[config.mk]
export PLATFORM = sky130hd
export DESIGN_NAME = clkmon_refdiv
export DESIGN_NICKNAME = d
export VERILOG_FILES = /design/src/rtl/clkmon_refdiv.sv
export SDC_FILE = /design/constraint.sdc
export NUM_CORES = 1
export LEC_CHECK = 0
export BUFFER_PORTS_ARGS = -buffer_cell sky130_fd_sc_hd__buf_2
export CAP_MARGIN = 15
export CORE_ASPECT_RATIO = 1.2
export CORE_MARGIN = 5
export CORE_UTILIZATION = 50
export DETAILED_ROUTE_END_ITERATION = 12
export MAX_ROUTING_LAYER = met4
export PLACE_DENSITY = 0.72
export SYNTH_ARGS = -nofsm -noshare
export SYNTH_HDL_FRONTEND = slang
export SYNTH_SLANG_ARGS = --single-unit
[constraint.sdc]
create_clock -name clk -period 1.4 [get_ports clk]
set_input_delay 0.14 -clock clk [delete_from_list [all_inputs] [get_ports clk]]
set_output_delay 0.14 -clock clk [all_outputs]
set_load 0.01 [all_outputs]
[src/rtl/clkmon_refdiv.sv]
module clkmon_refdiv #(
  parameter int LONG_LOG2  = 12,
  parameter int SHORT_LOG2 = 4
) (
  input  logic clk,
  input  logic rst_n,
  input  logic ext_clk,
  input  logic base_clk,
  input  logic gen_en,
  input  logic slow_ext,
  input  logic xtal_en,
  input  logic ext_lost,
  output logic ext_ref,
  output logic int_ref,
  output logic ext_stable
);

  localparam int LW = LONG_LOG2;

  logic [2:0]    ext_sy, base_sy;
  logic          ext_pls, base_pls;
  logic [1:0]    ext_q4, base_q4;
  logic [LW-1:0] lcnt, lcnt_inc;
  logic          stable_q;
  logic          tap_now, tap_next, stab_fall, ref_step, long_out;

  always_ff @(posedge clk) begin
    if (!rst_n) begin
      ext_sy  <= '0;
      base_sy <= '0;
    end else begin
      ext_sy  <= {ext_sy[1:0], ext_clk};
      base_sy <= {base_sy[1:0], base_clk};
    end
  end

  assign ext_pls  = ext_sy[1] & ~ext_sy[2];
  assign base_pls = base_sy[1] & ~base_sy[2];

  always_ff @(posedge clk) begin
    if (!rst_n) begin
      ext_q4  <= '0;
      base_q4 <= '0;
    end else begin
      if (ext_pls)  ext_q4  <= ext_q4 + 2'd1;
      if (base_pls) base_q4 <= base_q4 + 2'd1;
    end
  end

  assign lcnt_inc  = lcnt + 1'b1;
  assign tap_now   = xtal_en ? lcnt[LW-1]     : lcnt[SHORT_LOG2-1];
  assign tap_next  = xtal_en ? lcnt_inc[LW-1] : lcnt_inc[SHORT_LOG2-1];
  assign stab_fall = ext_pls & tap_now & ~tap_next;
  assign ref_step  = slow_ext ? (base_pls & (base_q4 == 2'd3))
                              : (ext_pls & (ext_q4 == 2'd3));

  always_ff @(posedge clk) begin
    if (!rst_n || !gen_en || ext_lost) begin
      lcnt     <= '0;
      stable_q <= 1'b0;
    end else if (!stable_q) begin
      if (stab_fall) begin
        lcnt     <= '0;
        stable_q <= 1'b1;
      end else if (ext_pls) begin
        lcnt <= lcnt_inc;
      end
    end else if (ref_step) begin
      lcnt <= lcnt_inc;
    end
  end

  assign long_out   = stable_q & lcnt[LW-1];
  assign ext_ref    = slow_ext ? ext_q4[1] : long_out;
  assign int_ref    = slow_ext ? long_out  : base_q4[1];
  assign ext_stable = stable_q;

endmodule


Word-level counts from Yosys, hierarchy flattened --
Index checks and enable logic that the tools add are counted.
Storage, ports and cells: input bits 8, word-level logic and storage cells 39, output and inout port bits 3, register bits 23
Operators by class: muxes and demuxes 11, reduce and logical (&&, ||, !) cells 6, $add $sub $neg 3, bitwise gates (word level) 10, eq/ne operators 3
Operator list (number):
- $mux W12 | 4
- $add A12 B1 Y12 const B | 1
- $and A1 B1 Y1 | 7
- $mux W1 | 7
- $add A2 B1 Y2 const B | 2
- $eq A2 B2 Y1 const B | 2
- $not A1 Y1 | 3
- $reduce_bool A3 Y1 | 1
- $logic_not A1 Y1 | 2
- $logic_or A1 B1 Y1 | 2
- $ne A2 B1 Y1 const B | 1
- $reduce_and A2 Y1 | 1

Longest topological paths before layout --
Gate-level depths: netlist (run 1).
depth in word-level cells 6, depth in mapped cells 7, mapped depth without buffers 6

Least setup slack after synthesis (run 1) --
No wires, ideal clock.
path type reg-to-reg, start register lcnt[7], end register lcnt[3], library setup time 0.115 ns, path buffers 1, required time 1.285 ns, period minus slack after synthesis 1.574 ns, slack -0.174 ns, cell stages (with the launch flop) 7, arrival 1.460 ns, cells stage by stage dfxtp_1 -> and3_1 -> nand2_2 -> o32a_4 -> o41ai_4 -> buf_6 -> nor2_1
Between the ends: cells in the longest elaborated chain, start to end 6, elaborated cells between the ends (all ways) 8, classes of those cells add/sub: 1; mux: 3; bitwise: 2; reduce/logical: 2
Ends and longest elaborated chain:
- start: declaration | RTL line 23 | logic [LW-1:0] lcnt, lcnt_inc;
- start signal: assignment | RTL line 66 | lcnt <= lcnt_inc;
- start signal: assignment | RTL line 69 | lcnt <= lcnt_inc;
- $add A12 B1 Y12 * | RTL line 50 | assign lcnt_inc = lcnt + 1'b1;
- $mux W1 * | RTL line 52 | assign tap_next = xtal_en ? lcnt_inc[LW-1] : lcnt_inc[SHORT_LOG2-1];
- $not A1 Y1 * | RTL line 53 | assign stab_fall = ext_pls & tap_now & ~tap_next;
- $and A1 B1 Y1 * | RTL line 53
- $reduce_bool A3 Y1 (no line) or $mux W12 (tied branches)
- $reduce_and A2 Y1 (no line) or $mux W12 (tied branches)
Every way passes the cells marked *; elsewhere a longest branch is shown, timed or not. A chain may end at the register's enable or synchronous reset.

Worst setup path in the final report (run 1) --
start register lcnt[8], end register lcnt[7]
Same word-level chain as after synthesis.

==> reports/results.tsv, run 1 <==
stage	metric	value	unit
placement	dp_hpwl	1.56	mm
timing	slew_violations	0	
timing	setup_slack	-0.104	ns
die	start_util	0.511	
setup_path	cp-endpoint	lcnt[7]	
die	rows	18	
setup_path	end_kind	flip-flop	
detailed_routing	wl_per_cell	11.8	µm
setup_path	timing.critical_path.from	lcnt[8]	
final_layout	diodes	0	
timing	hold_viol	0	
detailed_routing	first_pass_iters	4	
timing	fin_crit_sh	1.07	
clocking	clock_latency	0.30	ns
detailed_routing	wirelength	1.90	mm
power	p_int	811	µW
detailed_routing	drc	0	
synthesis	ys_types	29	
min_path	hold_path_depth	2	
setup_path	critPathLaunchType	flip-flop	
power	switchingPower	211	µW
clocking	cts.sinks	23	
synthesis	yosysSeqAreaShare	0.444	
synthesis	syn_area	1040	µm²
clocking	clock_path_buffers	2	
timing	skew	0.00392	ns
synthesis	async_reset_ff_frac	0	
timing	rsz0062_at_grt	yes	
power	p_leak	0.529	nW
timing	setup_viol	12	
outcome	failed_checks	negative setup slack	
power	cellPowerDensity	796	nW/µm²
detailed_routing	ant_nets	0	
die	coreArea	2030	µm²
power	power_frac_seq	0.656	
synthesis	avgSynthCellArea	9.25	µm²
power	clockPowerShare	0.281	
placement	dpl_cell_area	1240	µm²
synthesis	syn_nets	123	
timing	period_minus_slack	1.50	ns
grt	track_usage	0.155	
placement	routabilityCongestion	0.754	
grt	grt_pass1_wl	3.51	mm
die	pin_count	11	
min_path	hold_path.class	input pin to flip-flop	
die	fp.dieH	59.9	µm
clocking	path_clk_slew	0.11	ns
synthesis	synth_edf_count	0	
timing	worstMarginPinSlew	0.270	ns
setup_path	cp.required	1.60	ns
final_layout	area_growth	23.8	%
detailed_routing	drtIter0Drc	11	
clocking	h-tree-depth	1	
synthesis	yosys_warnings	0	
grt	antenna_found_initial	0	
timing	holdWs	0.0416	ns
die	die_w	51.6	µm
grt	grt_max_degree	13	
synthesis	synth-seq-cells	23	
power	comb_power_share	0.063	
timing	max_freq	665	MHz
final_layout	stdcell_area	1280	µm²
setup_path	arrival	1.70	ns
die	dieArea	3090	µm²
placement	port-buffer-count	10	
timing	slew_headroom	0.818	
final_layout	layout.nets	153	
setup_path	r2r_slack	-0.10	ns
placement	placed_cells	157	
clocking	cts_tree	yes	
power	ir_worst_vdd	621	µV
job	maxCapViolCount	0	
synthesis	synthCells	112	
detailed_routing	num_vias	844	
final_layout	fill_cells	183	
setup_path	path_class	flip-flop to flip-flop	
setup_path	reg2reg_to	lcnt[7]	
synthesis	synthFlopType	dfxtp_1	
final_layout	drive_gt1_frac	0.305	
setup_path	r2r_cells	6	
final_layout	layout.cells.non_filler	161	
clocking	cts_root_buf	clkbuf_4	
power	switching_share	0.206	
power	finalPower	1.02	mW
setup_path	cp_max_fo	12	
setup_path	r2r_start	lcnt[8]	
grt	grt_pass1_vias	889	
grt	grt_overflow_total	0	
detailed_routing	vias_per_cell	5.24	
clocking	cts-buffers-inserted	3	
outcome	status	complete, but fails checks	
clocking	post_cts_buffers	0	
==> critical path, stage by stage (launching register included) <==
cell and delay (ns):
dfxtp_2 0.36, and3_4 0.20, nand2_4 0.06, o32a_4 0.33
o41ai_4 0.22, buf_6 0.19, nor2_1 0.06
==> sequential cells by signal, indices dropped and copies added (netlist names) <==
register / count
ext_stable: 1
lcnt: 12
base_q4: 2
ext_sy: 3
base_sy: 3
ext_q4: 2
==> layout by cell type, fill, tap and decap left out, types with 2 or more instances in the layout <==
| cell type | Yosys | routed |
|---|---|---|
| a21oi_1 | 4 | 3 |
| and2_1 | 8 | 8 |
| buf_2 | 1 | 10 |
| buf_4 | 0 | 18 |
| clkbuf_4 | 0 | 3 |
| dfxtp_1 | 23 | 18 |
| dfxtp_2 | 0 | 5 |
| ha_1 | 3 | 3 |
| inv_1 | 2 | 2 |
| nand2_1 | 7 | 7 |
| nand2b_1 | 2 | 2 |
| nand3_1 | 3 | 3 |
| nand4_1 | 2 | 2 |
| nor2_1 | 16 | 16 |
| o2111ai_1 | 4 | 4 |
| o21ai_0 | 8 | 8 |
| xnor2_1 | 2 | 2 |
| xor2_1 | 10 | 10 |
==> worst min-delay path by stage <==
stage / slack, ns / endpoint / from
floorplan: 0.27 / base_sy[0] / base_clk
global placement: 0.35 / base_sy[0] / base_clk
detailed placement: 0.35 / base_sy[0] / base_clk
CTS: 0.03 / base_sy[0] / base_clk
global route: 0.03 / base_sy[0] / base_clk
finish: 0.04 / base_sy[0] / base_clk
==> layout make-up <==
cell class | count | area (µm²) | area share
multi-input combinational | 83 | 561 | 0.437
timing repair buffer | 29 | 196 | 0.153
sequential | 23 | 467 | 0.364
clock buffer | 4 | 26.3 | 0.0205
inverter | 2 | 7.51 | 0.00585
tap | 20 | 25.0 | 0.0195
==> per-stage QoR <==
stage	TNS (ns)	setup WS, ns	utilization
after floorplan	-0.652	-0.0669	-
after global placement	-0.985	-0.0885	0.613
after detailed placement	-1.44	-0.128	0.613
after CTS	-1.27	-0.115	0.631
after global routing	-1.89	-0.169	0.633
final	-1.16	-0.104	0.633
==> logic make-up (layout without fill, tap and decap cells) <==
family                   Yosys count  after routing  share of synthesized area
AND/OR/NAND/NOR                   47             47                      0.228
XOR/XNOR                          12             12                      0.101
flip-flops                        23             23                      0.444
AO/OA/AOI/OAI                     21             21                      0.159
adder cells (fa/ha/maj)            3              3                     0.0362
buffers and inverters              6             35                     0.0302
==> repair_timing <==
item,CTS,global route
setup endpoints to repair,12,12
hold buffers,0,0
resized for setup,3,1
==> power groups by stage <==
stage | sequential [mW] | clock, mW | combinational, mW
4_1_cts | 0.671 | 0.307 | 0.0647
2_1_floorplan | 0.685 | 0 | 0.0354
6_report | 0.671 | 0.287 | 0.0638
5_1_grt | 0.672 | 0.339 | 0.0724
3_3_place_gp | 0.685 | 0 | 0.0607
3_5_place_dp | 0.686 | 0 | 0.0634
==> routing by layer <==
metal	GRT usage	routed length [µm]	vias up
met4	0.0674	22	0
met5	-	0	-
li1	-	-	442
met1	0.163	816	391
met3	0.0349	56	2
met2	0.275	1010	9
==> synth_stat cells (3+ instances only) <==
cell type,number,area (µm²)
xor2_1,10,87.6
nand2_1,7,26.3
dfxtp_1,23,460
ha_1,3,37.5
nand3_1,3,15.0
a21oi_1,4,20.0
nor2_1,16,60.1
o2111ai_1,4,35.0
o21ai_0,8,40.0
and2_1,8,50.1
Note: power is estimated with default switching activity, not from simulation.
==> run 2: changes to the inputs <==
Settings changed: CORE_ASPECT_RATIO 1.2 to not set.
==> run 2 against run 1 <==
- the run still ends with negative setup slack left
- global-route usage down 0.64 points
- clock power up 2%
- setup slack worse by 0.0042 ns
- largest cell class unchanged
- combinational power up 6.4%
- clock skew up 0.00071 ns
- maximum frequency down 0.28%
- largest power group unchanged
- final area up 5.1%
- sequential power about the same
- utilization up 5.4 points
- critical path depth unchanged
- sequential share of layout area down 1.5 points
- flip-flop and latch count unchanged
==> reports/results.tsv, run 2 (synthesized netlist as in run 1, its figures left out) <==
stage	metric	value	unit	change
detailed_routing	wl_per_cell	12.0	µm	was 11.8 µm
final_layout	drive_gt1_frac	0.377		was 0.305
grt	grt_pass1_vias	952		was 889
die	pin_count	11		unchanged
timing	max_freq	663	MHz	was 665 MHz
detailed_routing	wirelength	2.08	mm	was 1.90 mm
timing	fin_crit_sh	1.08		was 1.07
setup_path	cp.required	1.60	ns	about the same
grt	track_usage	0.148		was 0.155
timing	worstMarginPinSlew	0.285	ns	was 0.270 ns
die	dieArea	3080	µm²	was 3090 µm²
final_layout	diodes	0		unchanged
setup_path	end_kind	flip-flop		unchanged
grt	grt_pass1_wl	3.63	mm	was 3.51 mm
grt	grt_max_degree	13		unchanged
placement	port-buffer-count	10		unchanged
die	rows	16		was 18
clocking	path_clk_slew	0.12	ns	was 0.11 ns
timing	slew_headroom	0.810		was 0.818
final_layout	area_growth	30.1	%	was 23.8%
timing	skew	0.00463	ns	was 0.00392 ns
placement	dpl_cell_area	1260	µm²	was 1240 µm²
clocking	cts_tree	yes		unchanged
final_layout	utilization	0.687		was 0.633
grt	grt_overflow_total	0		unchanged
final_layout	layout_commonest_cell	buf_4		
clocking	cts-buffers-inserted	3		unchanged
placement	dp_hpwl	1.66	mm	was 1.56 mm
detailed_routing	drtIter0Drc	7		was 11
power	cellPowerDensity	765	nW/µm²	was 796 nW/µm²
placement	routabilityCongestion	0.854		was 0.754
timing	hold_viol	0		unchanged
job	maxCapViolCount	0		unchanged
timing	setup_slack	-0.109	ns	was -0.104 ns
die	fp.dieH	55.5	µm	was 59.9 µm
final_layout	largest_register	lcnt		unchanged
final_layout	largest_register_ffs	12		unchanged
final_layout	layout.cells.non_filler	173		was 161
die	die_w	55.5	µm	was 51.6 µm
timing	setup_viol	12		unchanged
min_path	hold_path.class	input pin to flip-flop		unchanged
die	start_util	0.528		was 0.511
setup_path	cp_max_fo	8		was 12
final_layout	reg_top3	lcnt (12), base_sy (3), ext_sy (3)		unchanged
timing	slew_violations	0		unchanged
die	coreArea	1960	µm²	was 2030 µm²
clocking	clock_latency	0.30	ns	about the same
detailed_routing	drc	0		unchanged
detailed_routing	vias_per_cell	5.03		was 5.24
outcome	failed_checks	negative setup slack		unchanged
clocking	cts.sinks	23		unchanged
detailed_routing	ant_nets	0		unchanged
detailed_routing	num_vias	870		was 844
clocking	cts_root_buf	clkbuf_4		unchanged
detailed_routing	first_pass_iters	4		unchanged
timing	rsz0062_at_grt	yes		unchanged
setup_path	path_class	flip-flop to flip-flop		unchanged
final_layout	stdcell_area	1350	µm²	was 1280 µm²
timing	period_minus_slack	1.51	ns	was 1.50 ns
setup_path	arrival	1.71	ns	was 1.70 ns
power	ir_worst_vdd	629	µV	was 621 µV
power	p_leak	0.554	nW	was 0.529 nW
final_layout	final_cell_mix	23 x buf_4, 15 x nor2_1, 15 x dfxtp_1		was 18 x dfxtp_1, 18 x buf_4, 16 x nor2_1
clocking	clock_path_buffers	2		unchanged
outcome	status	complete, but fails checks		unchanged
power	finalPower	1.03	mW	was 1.02 mW
grt	antenna_found_initial	0		unchanged
clocking	h-tree-depth	1		unchanged
placement	placed_cells	165		was 157
final_layout	layout.nets	158		was 153
setup_path	critPathLaunchType	flip-flop		unchanged
==> run 2: cell types whose count changed in the layout (fill, tap and decap cells not counted), moves of 2 or more <==
| cell | previous run | this run |
|---|---|---|
| buf_4 | 18 | 23 |
| dfxtp_1 | 18 | 15 |
| dfxtp_2 | 5 | 8 |
| o21ai_0 | 8 | 6 |
| o21ai_1 | 1 | 3 |
==> run 2: final timing paths <==
path / startpoint / end / slack [ns] / depth (start not counted)
setup / recovery: lcnt[9] / lcnt[4] / -0.11 / 6
hold / removal: base_clk / base_sy[0] / 0.03 / 2
setup reg to reg: lcnt[9] / lcnt[4] / -0.11 / 6
hold reg to reg: base_sy[0] / base_sy[1] / 0.45 / 1
==> run 2: final cells by class <==
| type | instances | area, µm² |
|---|---|---|
| inverters | 2 | 7.51 |
| clock buffers | 4 | 26.3 |
| multi-input cells | 83 | 576 |
| fillers | 179 | 614 |
| well taps | 27 | 33.8 |
| repair buffers | 34 | 234 |
| flip-flops and latches | 23 | 470 |
==> run 2: critical path, stage by stage, from the launching register on <==
cell,delay (ns)
dfxtp_2,0.34
and3_4,0.20
nand2_4,0.05
o32a_4,0.32
o41ai_4,0.25
buf_6,0.18
nor2_1,0.05
==> run 2: per-stage QoR <==
stage | TNS [ns] | hold WS (ns) | setup WS [ns]
CTS | -1.32 | 0.0223 | -0.130
global route | -2.03 | 0.0299 | -0.180
global placement | -0.824 | 0.346 | -0.0822
detailed placement | -1.46 | 0.351 | -0.142
finish | -1.22 | 0.0308 | -0.109
floorplan | -0.652 | 0.267 | -0.0669
==> run 2: repair_timing <==
| item | 4_1_cts | 5_1_grt |
|---|---|---|
| setup buffers | 3 | 1 |
| hold buffers | 0 | 0 |
| gates resized for setup | 8 | 5 |
| endpoints found under the setup margin | 12 | 12 |
| hold endpoints to repair | 0 | 0 |
| pin swaps | 5 | 0 |
==> run 2: layer usage <==
metal / wire length, µm / GRT usage
met1: 865 / 0.144
met2: 1110 / 0.280
met3: 68 / 0.0233
met4: 39 / 0.0729
met5: 0 / -
==> run 2: power breakdown <==
part | leakage [nW] | internal, mW | switching, mW
sequential | 0.191 | 0.665 | 0.00505
clock | 0.0150 | 0.111 | 0.181
combinational | 0.348 | 0.0369 | 0.0309
total | 0.554 | 0.814 | 0.217
